--- config.mk ---
export PLATFORM = sky130hd
export DESIGN_NAME = lnk_fields_sync
export DESIGN_NICKNAME = d
export VERILOG_FILES = /design/src/rtl/lnk_fields_pkg.sv /design/src/rtl/lnk_cap_build.sv /design/src/rtl/lnk_sta_sync.sv /design/src/rtl/lnk_fields_sync.sv
export SDC_FILE = /design/constraint.sdc
export NUM_CORES = 1
export LEC_CHECK = 0
export BUFFER_PORTS_ARGS = -buffer_cell sky130_fd_sc_hd__clkbuf_2
export CORE_ASPECT_RATIO = 1.25
export CORE_MARGIN = 2
export CORE_UTILIZATION = 51
export CTS_BUF_LIST = sky130_fd_sc_hd__clkbuf_2
export DETAILED_ROUTE_END_ITERATION = 16
export GPL_ROUTABILITY_DRIVEN = 0
export PLACE_DENSITY = 0.92
export SLEW_MARGIN = 0
export SYNTH_ARGS = -nofsm -noshare
export SYNTH_HDL_FRONTEND = slang
export SYNTH_SLANG_ARGS = --single-unit
export TNS_END_PERCENT = 20
--- constraint.sdc ---
create_clock -name clk -period 2.65 [get_ports clk]
set_clock_uncertainty 0.05 [all_clocks]
set_input_delay 0.1325 -clock clk [delete_from_list [all_inputs] [get_ports clk]]
set_output_delay 0.1325 -clock clk [all_outputs]
set_load 0.02 [all_outputs]
--- src/rtl/lnk_fields_pkg.sv ---
package lnk_fields_pkg;
  parameter int unsigned LANE_W    = 6;
  parameter int unsigned SPD_W     = 4;
  parameter int unsigned NUM_RATES = 4;
  parameter int unsigned STA_W     = 16;

  localparam int unsigned FLAG_W   = STA_W - SPD_W - LANE_W;
  localparam logic [SPD_W-1:0]  SPD_LOWEST = SPD_W'(1);
  localparam logic [SPD_W-1:0]  SPD_SECOND = SPD_W'(2);
  localparam logic [LANE_W-1:0] LANES_ONE  = LANE_W'(1);

  // Pick a lane count: take the reported value, limit it to the maximum, and use one lane for zero.
  function automatic logic [LANE_W-1:0] fit_lanes(input logic [LANE_W-1:0] rep,
                                                  input logic [LANE_W-1:0] cap);
    logic [LANE_W-1:0] r;
    if (rep > cap)           r = cap;
    else if (rep == '0)      r = LANES_ONE;
    else                     r = rep;
    return r;
  endfunction

  // Pick a speed code the same way: limit it to the maximum, and use the lowest rate for zero.
  function automatic logic [SPD_W-1:0] fit_speed(input logic [SPD_W-1:0] rep,
                                                 input logic [SPD_W-1:0] cap);
    logic [SPD_W-1:0] r;
    if (rep > cap)           r = cap;
    else if (rep == '0)      r = SPD_LOWEST;
    else                     r = rep;
    return r;
  endfunction

  // The vector lists rates only when the maximum is above the second rate.
  // Bit i stands for speed code i+1.
  function automatic logic [NUM_RATES-1:0] rate_list(input logic [SPD_W-1:0] spd);
    logic [NUM_RATES-1:0] v;
    v = '0;
    if (spd > SPD_SECOND) begin
      for (int i = 0; i < NUM_RATES; i++) begin
        v[i] = (32'(spd) >= 32'(i + 1));
      end
    end
    return v;
  endfunction
endpackage

--- src/rtl/lnk_cap_build.sv ---
module lnk_cap_build
  import lnk_fields_pkg::*;
#(
  parameter int unsigned P_LANE_W    = LANE_W,
  parameter int unsigned P_SPD_W     = SPD_W,
  parameter int unsigned P_NUM_RATES = NUM_RATES
) (
  input  logic                   clk,
  input  logic                   rst_n,
  input  logic [P_LANE_W-1:0]    cfg_width,
  input  logic [P_SPD_W-1:0]     cfg_speed,
  output logic [P_LANE_W-1:0]    max_width,
  output logic [P_SPD_W-1:0]     max_speed,
  output logic                   bw_notify,
  output logic                   active_rpt,
  output logic [P_NUM_RATES-1:0] rate_vec,
  output logic [P_SPD_W-1:0]     tgt_speed
);
  logic                   multi_lane;
  logic                   above_lowest;
  logic [P_NUM_RATES-1:0] rate_next;

  assign multi_lane   = (cfg_width > P_LANE_W'(1));
  assign above_lowest = (cfg_speed > P_SPD_W'(1));
  assign rate_next    = P_NUM_RATES'(rate_list(SPD_W'(cfg_speed)));

  always_ff @(posedge clk) begin
    if (!rst_n) begin
      max_width  <= P_LANE_W'(1);
      max_speed  <= P_SPD_W'(1);
      bw_notify  <= 1'b0;
      active_rpt <= 1'b0;
      rate_vec   <= '0;
      tgt_speed  <= '0;
    end else begin
      max_width  <= cfg_width;
      max_speed  <= cfg_speed;
      bw_notify  <= multi_lane | above_lowest;
      active_rpt <= above_lowest;
      rate_vec   <= rate_next;
      tgt_speed  <= above_lowest ? cfg_speed : '0;
    end
  end

  // a multi-lane maximum always advertises bandwidth notification
  p_bw_wide_r1: assert property (@(posedge clk) disable iff (!rst_n)
    (max_width > P_LANE_W'(1)) |-> bw_notify);

  // link-active reporting implies bandwidth notification
  p_active_bw_r2: assert property (@(posedge clk) disable iff (!rst_n)
    active_rpt |-> bw_notify);

  // a nonzero target speed is the maximum speed and comes with active reporting
  p_tgt_r3: assert property (@(posedge clk) disable iff (!rst_n)
    (tgt_speed != '0) |-> (active_rpt && tgt_speed == max_speed));

  // the vector is empty, or it lists a contiguous set from the lowest rate
  p_vec_shape_r4: assert property (@(posedge clk) disable iff (!rst_n)
    (rate_vec != '0) |-> (rate_vec[0] && rate_vec[1] && rate_vec[2] && active_rpt));
endmodule

--- src/rtl/lnk_sta_sync.sv ---
module lnk_sta_sync
  import lnk_fields_pkg::*;
#(
  parameter int unsigned P_LANE_W = LANE_W,
  parameter int unsigned P_SPD_W  = SPD_W,
  parameter int unsigned P_STA_W  = STA_W,
  localparam int unsigned P_FLAG_W = P_STA_W - P_SPD_W - P_LANE_W
) (
  input  logic                clk,
  input  logic                rst_n,
  input  logic                sync_req,
  input  logic                dn_present,
  input  logic [P_STA_W-1:0]  dn_status,
  input  logic [P_FLAG_W-1:0] port_flags,
  input  logic [P_LANE_W-1:0] cap_width,
  input  logic [P_SPD_W-1:0]  cap_speed,
  output logic [P_STA_W-1:0]  sta_word
);
  logic [P_LANE_W-1:0] rep_width;
  logic [P_SPD_W-1:0]  rep_speed;
  logic [P_LANE_W-1:0] width_next;
  logic [P_SPD_W-1:0]  speed_next;
  logic [P_LANE_W-1:0] width_q;
  logic [P_SPD_W-1:0]  speed_q;
  logic [P_FLAG_W-1:0] flags_q;
  logic                sync_fire;

  assign rep_width = dn_status[P_SPD_W +: P_LANE_W];
  assign rep_speed = dn_status[0 +: P_SPD_W];
  assign sync_fire = sync_req;

  always_comb begin
    if (dn_present) begin
      width_next = P_LANE_W'(fit_lanes(LANE_W'(rep_width), LANE_W'(cap_width)));
      speed_next = P_SPD_W'(fit_speed(SPD_W'(rep_speed), SPD_W'(cap_speed)));
    end else begin
      width_next = cap_width;
      speed_next = cap_speed;
    end
  end

  always_ff @(posedge clk) begin
    if (!rst_n) begin
      width_q <= P_LANE_W'(1);
      speed_q <= P_SPD_W'(1);
      flags_q <= '0;
    end else begin
      flags_q <= port_flags;
      if (sync_fire) begin
        width_q <= width_next;
        speed_q <= speed_next;
      end
    end
  end

  assign sta_word = {flags_q, width_q, speed_q};

  // without a downstream device the status copies the capability
  p_copy_cap_r5: assert property (@(posedge clk) disable iff (!rst_n)
    $past(sync_req && !dn_present) |->
      (width_q == $past(cap_width) && speed_q == $past(cap_speed)));

  // a synced width from a present device is never zero and never above the maximum
  p_width_range_r6: assert property (@(posedge clk) disable iff (!rst_n)
    $past(sync_req && dn_present) |->
      (width_q != '0 && width_q <= $past(cap_width)));

  // the same bounds hold for the synced speed
  p_speed_range_r7: assert property (@(posedge clk) disable iff (!rst_n)
    $past(sync_req && dn_present) |->
      (speed_q != '0 && speed_q <= $past(cap_speed)));

  // width and speed hold between strobes
  p_hold_r9: assert property (@(posedge clk) disable iff (!rst_n)
    !$past(sync_req) |-> ($stable(width_q) && $stable(speed_q)));
endmodule

--- src/rtl/lnk_fields_sync.sv ---
module lnk_fields_sync
  import lnk_fields_pkg::*;
#(
  parameter int unsigned P_LANE_W    = LANE_W,
  parameter int unsigned P_SPD_W     = SPD_W,
  parameter int unsigned P_NUM_RATES = NUM_RATES,
  parameter int unsigned P_STA_W     = STA_W,
  localparam int unsigned P_FLAG_W   = P_STA_W - P_SPD_W - P_LANE_W
) (
  input  logic                   clk,
  input  logic                   rst_n,
  input  logic [P_LANE_W-1:0]    cfg_width,
  input  logic [P_SPD_W-1:0]     cfg_speed,
  input  logic                   sync_req,
  input  logic                   dn_present,
  input  logic [P_STA_W-1:0]     dn_status,
  input  logic [P_FLAG_W-1:0]    port_flags,
  output logic [P_LANE_W-1:0]    cap_max_width,
  output logic [P_SPD_W-1:0]     cap_max_speed,
  output logic                   cap_bw_notify,
  output logic                   cap_active_rpt,
  output logic [P_NUM_RATES-1:0] cap2_rate_vec,
  output logic [P_SPD_W-1:0]     ctl2_tgt_speed,
  output logic [P_STA_W-1:0]     sta_word
);
  lnk_cap_build #(
    .P_LANE_W   (P_LANE_W),
    .P_SPD_W    (P_SPD_W),
    .P_NUM_RATES(P_NUM_RATES)
  ) u_cap (
    .clk       (clk),
    .rst_n     (rst_n),
    .cfg_width (cfg_width),
    .cfg_speed (cfg_speed),
    .max_width (cap_max_width),
    .max_speed (cap_max_speed),
    .bw_notify (cap_bw_notify),
    .active_rpt(cap_active_rpt),
    .rate_vec  (cap2_rate_vec),
    .tgt_speed (ctl2_tgt_speed)
  );

  lnk_sta_sync #(
    .P_LANE_W(P_LANE_W),
    .P_SPD_W (P_SPD_W),
    .P_STA_W (P_STA_W)
  ) u_sta (
    .clk       (clk),
    .rst_n     (rst_n),
    .sync_req  (sync_req),
    .dn_present(dn_present),
    .dn_status (dn_status),
    .port_flags(port_flags),
    .cap_width (cap_max_width),
    .cap_speed (cap_max_speed),
    .sta_word  (sta_word)
  );

  // the port-owned status bits follow the flags input, never the downstream word
  p_flags_r8: assert property (@(posedge clk) disable iff (!rst_n)
    $past(rst_n) |-> (sta_word[P_STA_W-1 -: P_FLAG_W] == $past(port_flags)));
endmodule

==> results.toml, run 1 <==
[min_path]
hold_path_depth = 3
worstHoldPathType = "in -> reg"

[cts]
holdBufCountCts = 21
path_clk_slew_ns = 0.19
numCtsBuffers = 5
clock_latency_ns = 0.40
cts_tree = "built"
cts_sinks = 36
root_buffer = "clkbuf_2"
cts_htree_levels = 2
post_cts_buffers = 0
cts_resized = 0
clockBufferDepth = 2

[timing]
tightest_slew_ns = 0.442
period_minus_slack_ns = 1.93
finalHoldViolations = 0
maxSlewViolCount = 0
period_share_pct = 72.8
setup_violations = 0
rsz0062_at_grt = "false"
clock.fmax_mhz = 519
setup_slack_ns = 0.721
relSlewSlack_pct = 70.5
setup_tns_ns = 0

[setup_path]
cp_top_family = "compound AO/OA/AOI/OAI gates"
start_kind = "flop"
cp.required_ns = 2.86
cp.arrival_ns = 2.14
slowest_delay_ns = 0.39
path_buf_inv = 1
slowest_stage = "dfxtp_1"
r2r_cells = 7
reg2reg_to = "u_sta.width_q[1]$_SDFFE_PN0P_"
crit_type = "reg -> reg"
cp-startpoint = "u_cap.max_width[1]$_SDFF_PN0_"
path_cells = "inv_1 -> ha_1 -> nor2b_4 -> o21a_4 -> o31a_1 -> o21ai_0 -> a31oi_1"
rrSetupSlack_ns = 0.72
cp_num_cells = 7
worstSetupEndpoint = "u_sta.width_q[1]$_SDFFE_PN0P_"
cp-end-kind = "flop"
worst-path-max-fanout = 6
rr_startpoint = "u_cap.max_width[1]$_SDFF_PN0_"

[floorplanning]
dieArea_sq_um = 3370
die_h_um = 64.4
num_rows = 21
ios = 72
core_sq_um = 2730
start_util_pct = 54.5
die_x_um = 52.3

[routing]
firstDrtPassIters = 5
post_drt_via_cell_ratio = 5.16
drt-total-wl_um = 3490
drc = 0
dr_total_vias = 1423
drtIter0Drc = 36
wl_per_cell_um = 12.6
ant_nets = 0

[global_route]
grt_pass1_vias = 1475
grt.busiest_layer = "met2"
grt_pass1_wl_um = 5940
met1_usage_pct = 24.8
grt_remaining_overflow = 0
grt_antenna_before_repair = 0
grt_start_max_net_pins = 31
gr-usage-met3_pct = 4.84
grt_util_all_layers_pct = 23.8
use_met2_pct = 41.9

[synthesis]
synth_area_leader_cell = "dfxtp_1"
async_flop_share_pct = 0
syn-cell-area_sq_um = 1490
synth-edff-count = 0
ys_types = 32
netlist_instances = 155
yosysWarnings = 0
synth_top_area_share_pct = 48.4
synth_seq_area_share_pct = 48.4
synth_ff_type = "dfxtp_1"
ys_top_cells_by_count = "dfxtp_1, and2_1, inv_1, o21ai_0, ha_1"
synth_seq_cells = 36
yosys.cell_count.top_type = "dfxtp_1"
yosys-top-cells-area = "dfxtp_1, ha_1, and2_1"
postSynthAreaPerCell_sq_um = 9.61
synth_nets = 201

[place]
dpl.hpwl_um = 2500
io_buffer_count = 65
place_ws_ns = 0.771

[layout]
area_growth_pct = 40.1
drive_gt1_share_pct = 32.6
num-nets-final = 287
antenna_cells = 0
final_core_util_pct = 76.3

[power_and_ir_drop]
peakVddDrop_v = 0.000451
p_leak_nw = 1.03
power_mw = 1.10
p_per_area_nw_per_um2 = 530

[run]
maxCapViolations = 0

[run_status]
status = "completed"
## state kept, by name (all words and copies together) (netlist names)
name              count
u_cap.active_rpt      1
u_cap.max_speed       4
u_sta.speed_q         4
u_cap.rate_vec        4
u_cap.max_width       6
u_sta.flags_q         6
u_cap.tgt_speed       4
u_cap.bw_notify       1
u_sta.width_q         6
## power by group
part           total, mW  leakage, nW  switching, mW  internal (mW)
clock network      0.262       0.0294          0.196         0.0664
logic              0.249        0.697          0.139          0.110
registers          0.593        0.300         0.0153          0.578
total               1.10         1.03          0.350          0.754
## layout by cell type (no fill, tap or decap), types with 4 or more instances in the layout
cell            n
clkbuf_2       70
dfxtp_1        36
dlygate4sd3_1  21
and2_1         19
inv_1          16
o21ai_0        12
ha_1           10
a21oi_1         6
nand3_1         6
nand2_1         5
a31oi_1         5
a21o_1          4
## cell type report
type / count / area (sq um)
clock inverters: 3 / 21.3
inverters: 16 / 60.1
flip-flops and latches: 36 / 721
repair buffers: 86 / 536
well taps: 34 / 42.5
clock buffers: 5 / 25.0
multi-input cells: 96 / 681
fillers: 201 / 647
## metrics by stage
step / std cells / hold slack, ns / area [sq um]
3_3_place_gp: 247 / 0.264 / 1830
3_5_place_dp: 247 / 0.287 / 1830
6_report: 276 / 0.00521 / 2090
2_1_floorplan: 155 / 0.184 / 1490
5_1_grt: 276 / 0.0163 / 2090
4_1_cts: 276 / 0.000388 / 2090
## routing by layer
| layer | vias to the layer above | wire, um | part of all wire [%] |
|---|---|---|---|
| li1 | 709 | - | - |
| met1 | 646 | 1310 | 38 |
| met2 | 53 | 1860 | 53 |
| met3 | 15 | 185 | 5.3 |
| met4 | 0 | 131 | 3.8 |
| met5 | - | 0 | 0 |
## kinds of logic after synthesis
logic type | after synthesis | share of synthesized area, %
and+or+nand+nor | 44 | 17.8
AOI/OAI and AO/OA | 42 | 19.5
DFF | 36 | 48.4
adders and majority gates | 10 | 8.40
buffers and inverters | 23 | 5.88
## how the worst min path moves through the flow
stage | start | to
2_1_floorplan | cfg_speed[0] | u_cap.max_speed[0]$_SDFF_PN1_
3_3_place_gp | cfg_width[0] | u_cap.max_width[0]$_SDFF_PN1_
3_5_place_dp | cfg_width[0] | u_cap.max_width[0]$_SDFF_PN1_
4_1_cts | dn_status[5] | u_sta.width_q[1]$_SDFFE_PN0P_
5_1_grt | dn_status[5] | u_sta.width_q[1]$_SDFFE_PN0P_
6_report | dn_status[5] | u_sta.width_q[1]$_SDFFE_PN0P_
## tightest hold or removal path, stage by stage
cell and delay (ns):
clkbuf_2 0.11, nand3_1 0.08, a31oi_1 0.08
(Power assumes the default switching activity.)
==> run 2, diff against run 1 <==
--- a/config.mk
+++ b/config.mk
@@ -5,14 +5,15 @@
 export SDC_FILE = /design/constraint.sdc
 export NUM_CORES = 1
 export LEC_CHECK = 0
+export ABC_AREA = 1
 export BUFFER_PORTS_ARGS = -buffer_cell sky130_fd_sc_hd__clkbuf_2
 export CORE_ASPECT_RATIO = 1.25
 export CORE_MARGIN = 2
-export CORE_UTILIZATION = 51
+export CORE_UTILIZATION = 43
 export CTS_BUF_LIST = sky130_fd_sc_hd__clkbuf_2
 export DETAILED_ROUTE_END_ITERATION = 16
 export GPL_ROUTABILITY_DRIVEN = 0
-export PLACE_DENSITY = 0.92
+export PLACE_DENSITY = 0.83
 export SLEW_MARGIN = 0
 export SYNTH_ARGS = -nofsm -noshare
 export SYNTH_HDL_FRONTEND = slang
==> constraint.sdc (replaced) <==
create_clock -name clk -period 1.6 [get_ports clk]
set_clock_uncertainty 0.05 [all_clocks]
set_input_delay 0.08 -clock clk [delete_from_list [all_inputs] [get_ports clk]]
set_output_delay 0.08 -clock clk [all_outputs]
set_load 0.02 [all_outputs]
==> run 2 against run 1 <==
- die area rose by 20%
- highest routed layer unchanged
- largest power group unchanged
- cell count rose by 22%
- critical path type unchanged
- sequential power rose by 66%
- clock power rose by 130%
==> results.toml, run 2 <==
[run_status]
status = "completed"

[floorplanning]
start_util_pct = 44.1
dieArea_sq_um = 4040
die_h_um = 70.6
die_x_um = 57.2
ios = 72
core_sq_um = 3450
num_rows = 24

[synthesis]
yosysWarnings = 0
netlist_instances = 197
synth_seq_cells = 36
synth-edff-count = 0
yosys.cell_count.top_type = "inv_1"
synth_ff_type = "dfxtp_1"
synth_area_leader_cell = "dfxtp_1"
yosys-top-cells-area = "dfxtp_1, inv_1, nand2_1"
synth_nets = 243
ys_types = 22
postSynthAreaPerCell_sq_um = 7.74
ys_top_cells_by_count = "inv_1, nand2_1, dfxtp_1, nand3_1, a21oi_1"
synth_top_area_share_pct = 47.3
async_flop_share_pct = 0
syn-cell-area_sq_um = 1520
synth_seq_area_share_pct = 47.3

[routing]
drc = 0
post_drt_via_cell_ratio = 4.62
drt-total-wl_um = 3740
wl_per_cell_um = 11.1
firstDrtPassIters = 4
ant_nets = 0
dr_total_vias = 1563
drtIter0Drc = 60

[power_and_ir_drop]
switching_share_pct = 30.5
p_comb_share_pct = 23.2
seqPwrFrac_pct = 47.6
peakVddDrop_v = 0.000954
p_leak_nw = 1.30
p_per_area_nw_per_um2 = 862
power.internal_mw = 1.43
clkPwrFrac_pct = 29.1
p_switching_mw = 0.628

[cts]
clock_latency_ns = 0.39
cts_htree_levels = 2
cts_sinks = 36
numCtsBuffers = 5
cts_tree = "built"
root_buffer = "clkbuf_2"
clockBufferDepth = 2
path_clk_slew_ns = 0.20

[layout]
final_cell_mix = "clkbuf_2, nand2_1, inv_1, dlygate4sd3_1, dfxtp_1"
num-nets-final = 344
antenna_cells = 0
reg_top3 = "u_cap.max_width x6, u_sta.flags_q x6, u_sta.width_q x6"
area_growth_pct = 57.1
drive_gt1_share_pct = 36.5
final_common_cell = "clkbuf_2"
stdcell_count = 338

[setup_path]
slowest_delay_ns = 0.37
start_kind = "flop"
crit_type = "reg -> reg"
path_cells = "inv_2 -> ha_4 -> nand2_2 -> nor2_4 -> nand2_1 -> nand3_2 -> nand2_4 -> nand2_4 -> nand2_1 -> nand3_1 -> a21oi_1"
cp_top_family = "simple AND/OR/NAND/NOR gates"
path_buf_inv = 1
cp.arrival_ns = 1.77
cp.required_ns = 1.84
worst-path-max-fanout = 7
cp-end-kind = "flop"
slowest_stage = "dfxtp_2"

[global_route]
grt_pass1_wl_um = 6110
grt_pass1_vias = 1588
grt_antenna_before_repair = 0
grt_start_max_net_pins = 17
grt_util_all_layers_pct = 19.2
grt_remaining_overflow = 0

[place]
dp_cells = 296
io_buffer_count = 65
dpl.hpwl_um = 2530

[run]
maxCapViolations = 0

[timing]
maxSlewViolCount = 0
rsz0062_at_grt = "true"
relSlewSlack_pct = 74.2
fin_hold_ws_ns = 0.0645
setup_violations = 0
period_share_pct = 95.7
clock.fmax_mhz = 653
tightest_slew_ns = 0.383
finalHoldViolations = 0
period_minus_slack_ns = 1.53

[min_path]
worstHoldPathType = "in -> reg"
## run 2: changes by cell type in the layout (fill, tap and decap cells not counted), sizes merged, moves of 4 or more
cell,before,now
nand2,5,48
inv,17,46
and2,20,0
nand3,6,20
a21oi,6,17
dlygate4sd3,21,32
o21ai,15,5
a21o,4,0
a31oi,5,1
## run 2: worst min-delay path, cell delays in order
cell      delay, ns
clkbuf_2       0.11
inv_1          0.08
nand3_1        0.08
nand3_1        0.08
a21oi_1        0.05
## run 2: kinds of logic (layout without fill, tap and decap cells)
group | count (synthesis) | in the layout | synth area share, %
adder cells (fa/ha/maj) | 10 | 10 | 8.21
flip-flops | 36 | 36 | 47.3
buffers and inverters | 51 | 153 | 13.1
AND/OR/NAND/NOR | 76 | 76 | 23.2
AO/OA/AOI/OAI | 24 | 24 | 8.13
## run 2: path summary, 6_finish.rpt
| kind | from | end | slack [ns] | cells past startpoint |
|---|---|---|---|---|
| setup / recovery | u_cap.max_width[3]$_SDFF_PN0_ | u_sta.width_q[4]$_SDFFE_PN0P_ | 0.07 | 11 |
| hold / removal | dn_status[7] | u_sta.width_q[3]$_SDFFE_PN0P_ | 0.06 | 5 |
| setup reg to reg | u_cap.max_width[3]$_SDFF_PN0_ | u_sta.width_q[4]$_SDFFE_PN0P_ | 0.07 | 11 |
| hold reg to reg | u_sta.width_q[3]$_SDFFE_PN0P_ | u_sta.width_q[3]$_SDFFE_PN0P_ | 0.43 | 2 |
## run 2: per-layer routing
metal | vias up | track usage, % | wire length (um)
li1 | 807 | - | -
met1 | 697 | 17.6 | 1360
met2 | 49 | 38.4 | 2100
met3 | 10 | 5.85 | 200
met4 | 0 | 6.46 | 80
met5 | - | 0 | 0
## run 2: power groups by stage
| stage | registers [mW] | clock network [mW] | logic (mW) |
|---|---|---|---|
| CTS | 0.980 | 0.621 | 0.436 |
| global placement | 0.996 | 0 | 0.365 |
| finish | 0.983 | 0.601 | 0.479 |
| global route | 0.990 | 0.647 | 0.531 |
| floorplan | 1.07 | 0 | 0.173 |
| detailed placement | 0.998 | 0 | 0.375 |
## run 2: area by class of cell
cell class | count | area [sq um]
Timing Repair Buffer | 99 | 661
Sequential cell | 36 | 731
Fill cell | 292 | 1060
Clock buffer | 5 | 25.0
Multi-Input combinational cell | 110 | 709
Tap cell | 39 | 48.8
Inverter | 46 | 173
Clock inverter | 3 | 46.3
## run 2: through the flow
stage | setup slack (ns) | power, mW | cell area [sq um] | setup TNS [ns] | utilization, %
2_1_floorplan | 0.0134 | 1.24 | 1520 | 0 | -
3_3_place_gp | 0.0798 | 1.36 | 1870 | 0 | 54.2
3_5_place_dp | 0.0446 | 1.37 | 1870 | 0 | 54.2
4_1_cts | 0.0120 | 2.04 | 2260 | 0 | 65.5
5_1_grt | -0.0422 | 2.17 | 2390 | -0.180 | 69.3
6_report | 0.0691 | 2.06 | 2390 | 0 | 69.3
## run 2: timing repair
action	in CTS	in global routing
hold endpoints to repair	35	0
buffers inserted	0	2
hold buffers	32	0
gates resized for setup	0	27
endpoints found under the setup margin	0	10
==> run 3, diff against run 2 <==
--- a/config.mk
+++ b/config.mk
@@ -13,7 +13,9 @@
 export CTS_BUF_LIST = sky130_fd_sc_hd__clkbuf_2
 export DETAILED_ROUTE_END_ITERATION = 16
 export GPL_ROUTABILITY_DRIVEN = 0
+export MAX_ROUTING_LAYER = met4
 export PLACE_DENSITY = 0.83
+export REMOVE_ABC_BUFFERS = 1
 export SLEW_MARGIN = 0
 export SYNTH_ARGS = -nofsm -noshare
 export SYNTH_HDL_FRONTEND = slang
==> run 3 against run 2 <==
- count of clock-buffer cells in the layout stayed put
- clock power is 2% higher
- power is 1.5% higher
- sequential power hardly changed
- largest power group unchanged
- highest routed layer unchanged
==> results.toml, run 3 (synthesis results as in run 2) <==
[run_status]
status = "completed"

[run]
maxCapViolations = 0

[floorplanning]
die_h_um = 70.6
num_rows = 24
core_sq_um = 3450
dieArea_sq_um = 4040
die_x_um = 57.2
start_util_pct = 44.1
ios = 72

[timing]
relSlewSlack_pct = 69.5
setup_slack_ns = 0.0243
setup_violations = 0
period_share_pct = 98.5
clock.fmax_mhz = 635
setup_tns_ns = 0
rsz0062_at_grt = "true"
period_minus_slack_ns = 1.58
maxSlewViolCount = 0
tightest_slew_ns = 0.457
finalHoldViolations = 0

[cts]
clockBufferDepth = 2
cts_sinks = 36
cts_htree_levels = 2
clock_latency_ns = 0.40
numCtsBuffers = 5
cts_tree = "built"
path_clk_slew_ns = 0.21
root_buffer = "clkbuf_2"

[routing]
dr_total_vias = 1576
drtIter0Drc = 60
drt-total-wl_um = 3900
wl_per_cell_um = 11.5
ant_nets = 0
firstDrtPassIters = 4
post_drt_via_cell_ratio = 4.65
drc = 0

[global_route]
grt_pass1_vias = 1602
grt_pass1_wl_um = 6220
grt_util_all_layers_pct = 20.3
grt_remaining_overflow = 0
grt_start_max_net_pins = 17
grt_antenna_before_repair = 0

[setup_path]
reg2reg_to = "u_sta.width_q[5]$_SDFFE_PN0P_"
path_cells = "inv_1 -> ha_4 -> nand2_2 -> nor2_4 -> nand3_2 -> nand2_4 -> nand2_8 -> nand2_2 -> nand3_2 -> a21oi_2"
slowest_delay_ns = 0.37
start_kind = "flop"
slowest_stage = "dfxtp_2"
cp-end-kind = "flop"
worst-path-max-fanout = 7
rr_startpoint = "u_cap.max_width[4]$_SDFF_PN0_"
r2r_cells = 10
rrSetupSlack_ns = 0.02
crit_type = "reg -> reg"
cp.required_ns = 1.90
cp.arrival_ns = 1.88

[min_path]
hold_end = "u_sta.speed_q[0]$_SDFFE_PN1P_"
hp-start = "sync_req"
hold_path_depth = 4
worstHoldPathType = "in -> reg"

[layout]
num-nets-final = 345
reg_top3 = "u_cap.max_width x6, u_sta.flags_q x6, u_sta.width_q x6"
area_growth_pct = 59.3
final_core_util_pct = 70.3
drive_gt1_share_pct = 37.3
final_cell_mix = "clkbuf_2, inv_1, nand2_1, dlygate4sd3_1, dfxtp_1"
final_common_cell = "clkbuf_2"
antenna_cells = 0
fillers = 261

[power_and_ir_drop]
peakVddDrop_v = 0.00108
p_leak_nw = 1.31
power_mw = 2.09
p_per_area_nw_per_um2 = 862

[place]
place_ws_ns = 0.00647
dpl.hpwl_um = 2480
io_buffer_count = 65
-- run 3: cell count changes in the layout (fill, tap and decap cells not counted), sizes merged --
cell	delta
dlygate4sd3	+1
-- run 3: where the power goes --
group	leakage [nW]	switching (mW)	internal [mW]	total, mW
Sequential	0.302	0.0238	0.958	0.982
Clock	0.0396	0.343	0.269	0.613
Combinational	0.964	0.284	0.215	0.499
Total	1.31	0.651	1.44	2.09
-- run 3: per-layer routing --
layer	global-route usage (%)	part of all wire, %	up-vias	wire [um]
met2	39.6	56	61	2190
li1	-	-	807	-
met5	-	0	-	0
met4	9.82	2.2	0	85
met3	4.39	5.0	10	194
met1	17.6	37	698	1430
-- run 3: worst max-delay path, delay by kind of cell, from the launching register on --
kind / cells / cell delay [ns]
flops: 1 / 0.37
simple gates: 7 / 0.64
buf+inv: 1 / 0.07
compound gates: 1 / 0.13
fa+ha+maj: 1 / 0.27
-- run 3: how the worst max path moves through the flow --
stage,startpoint,endpoint,depth (start not counted)
after floorplan,u_cap.max_width[5]$_SDFF_PN0_,u_sta.width_q[1]$_SDFFE_PN0P_,11
after global placement,u_cap.max_width[5]$_SDFF_PN0_,u_sta.width_q[4]$_SDFFE_PN0P_,11
after detailed placement,u_cap.max_width[5]$_SDFF_PN0_,u_sta.width_q[3]$_SDFFE_PN0P_,11
after CTS,u_cap.max_speed[1]$_SDFF_PN0_,u_sta.speed_q[3]$_SDFFE_PN0P_,11
after global routing,u_cap.max_width[5]$_SDFF_PN0_,u_sta.width_q[5]$_SDFFE_PN0P_,10
final,u_cap.max_width[4]$_SDFF_PN0_,u_sta.width_q[5]$_SDFFE_PN0P_,10
-- run 3: final cells by class --
| type | instances | area (sq um) | area share, % |
|---|---|---|---|
| Multi-Input combinational cell | 110 | 733 | 30.2 |
| Sequential cell | 36 | 731 | 30.1 |
| Timing Repair Buffer | 100 | 671 | 27.6 |
| Inverter | 46 | 173 | 7.11 |
| Tap cell | 39 | 48.8 | 2.01 |
| Clock inverter | 3 | 46.3 | 1.91 |
| Clock buffer | 5 | 25.0 | 1.03 |
-- run 3: through the flow --
step           hold slack, ns  cells  instance area, sq um
2_1_floorplan          0.0990    192                  1500
3_3_place_gp            0.211    297                  1880
3_5_place_dp            0.217    297                  1880
4_1_cts               0.00235    338                  2280
5_1_grt                0.0375    339                  2430
6_report               0.0257    339                  2430
-- run 3: timing repair --
item | CTS | global route
pin swaps | 0 | 9
buffers inserted | 0 | 1
hold buffers | 33 | 0
endpoints found under the hold margin | 33 | 0
gates resized for setup | 2 | 30
setup endpoints to repair | 5 | 10
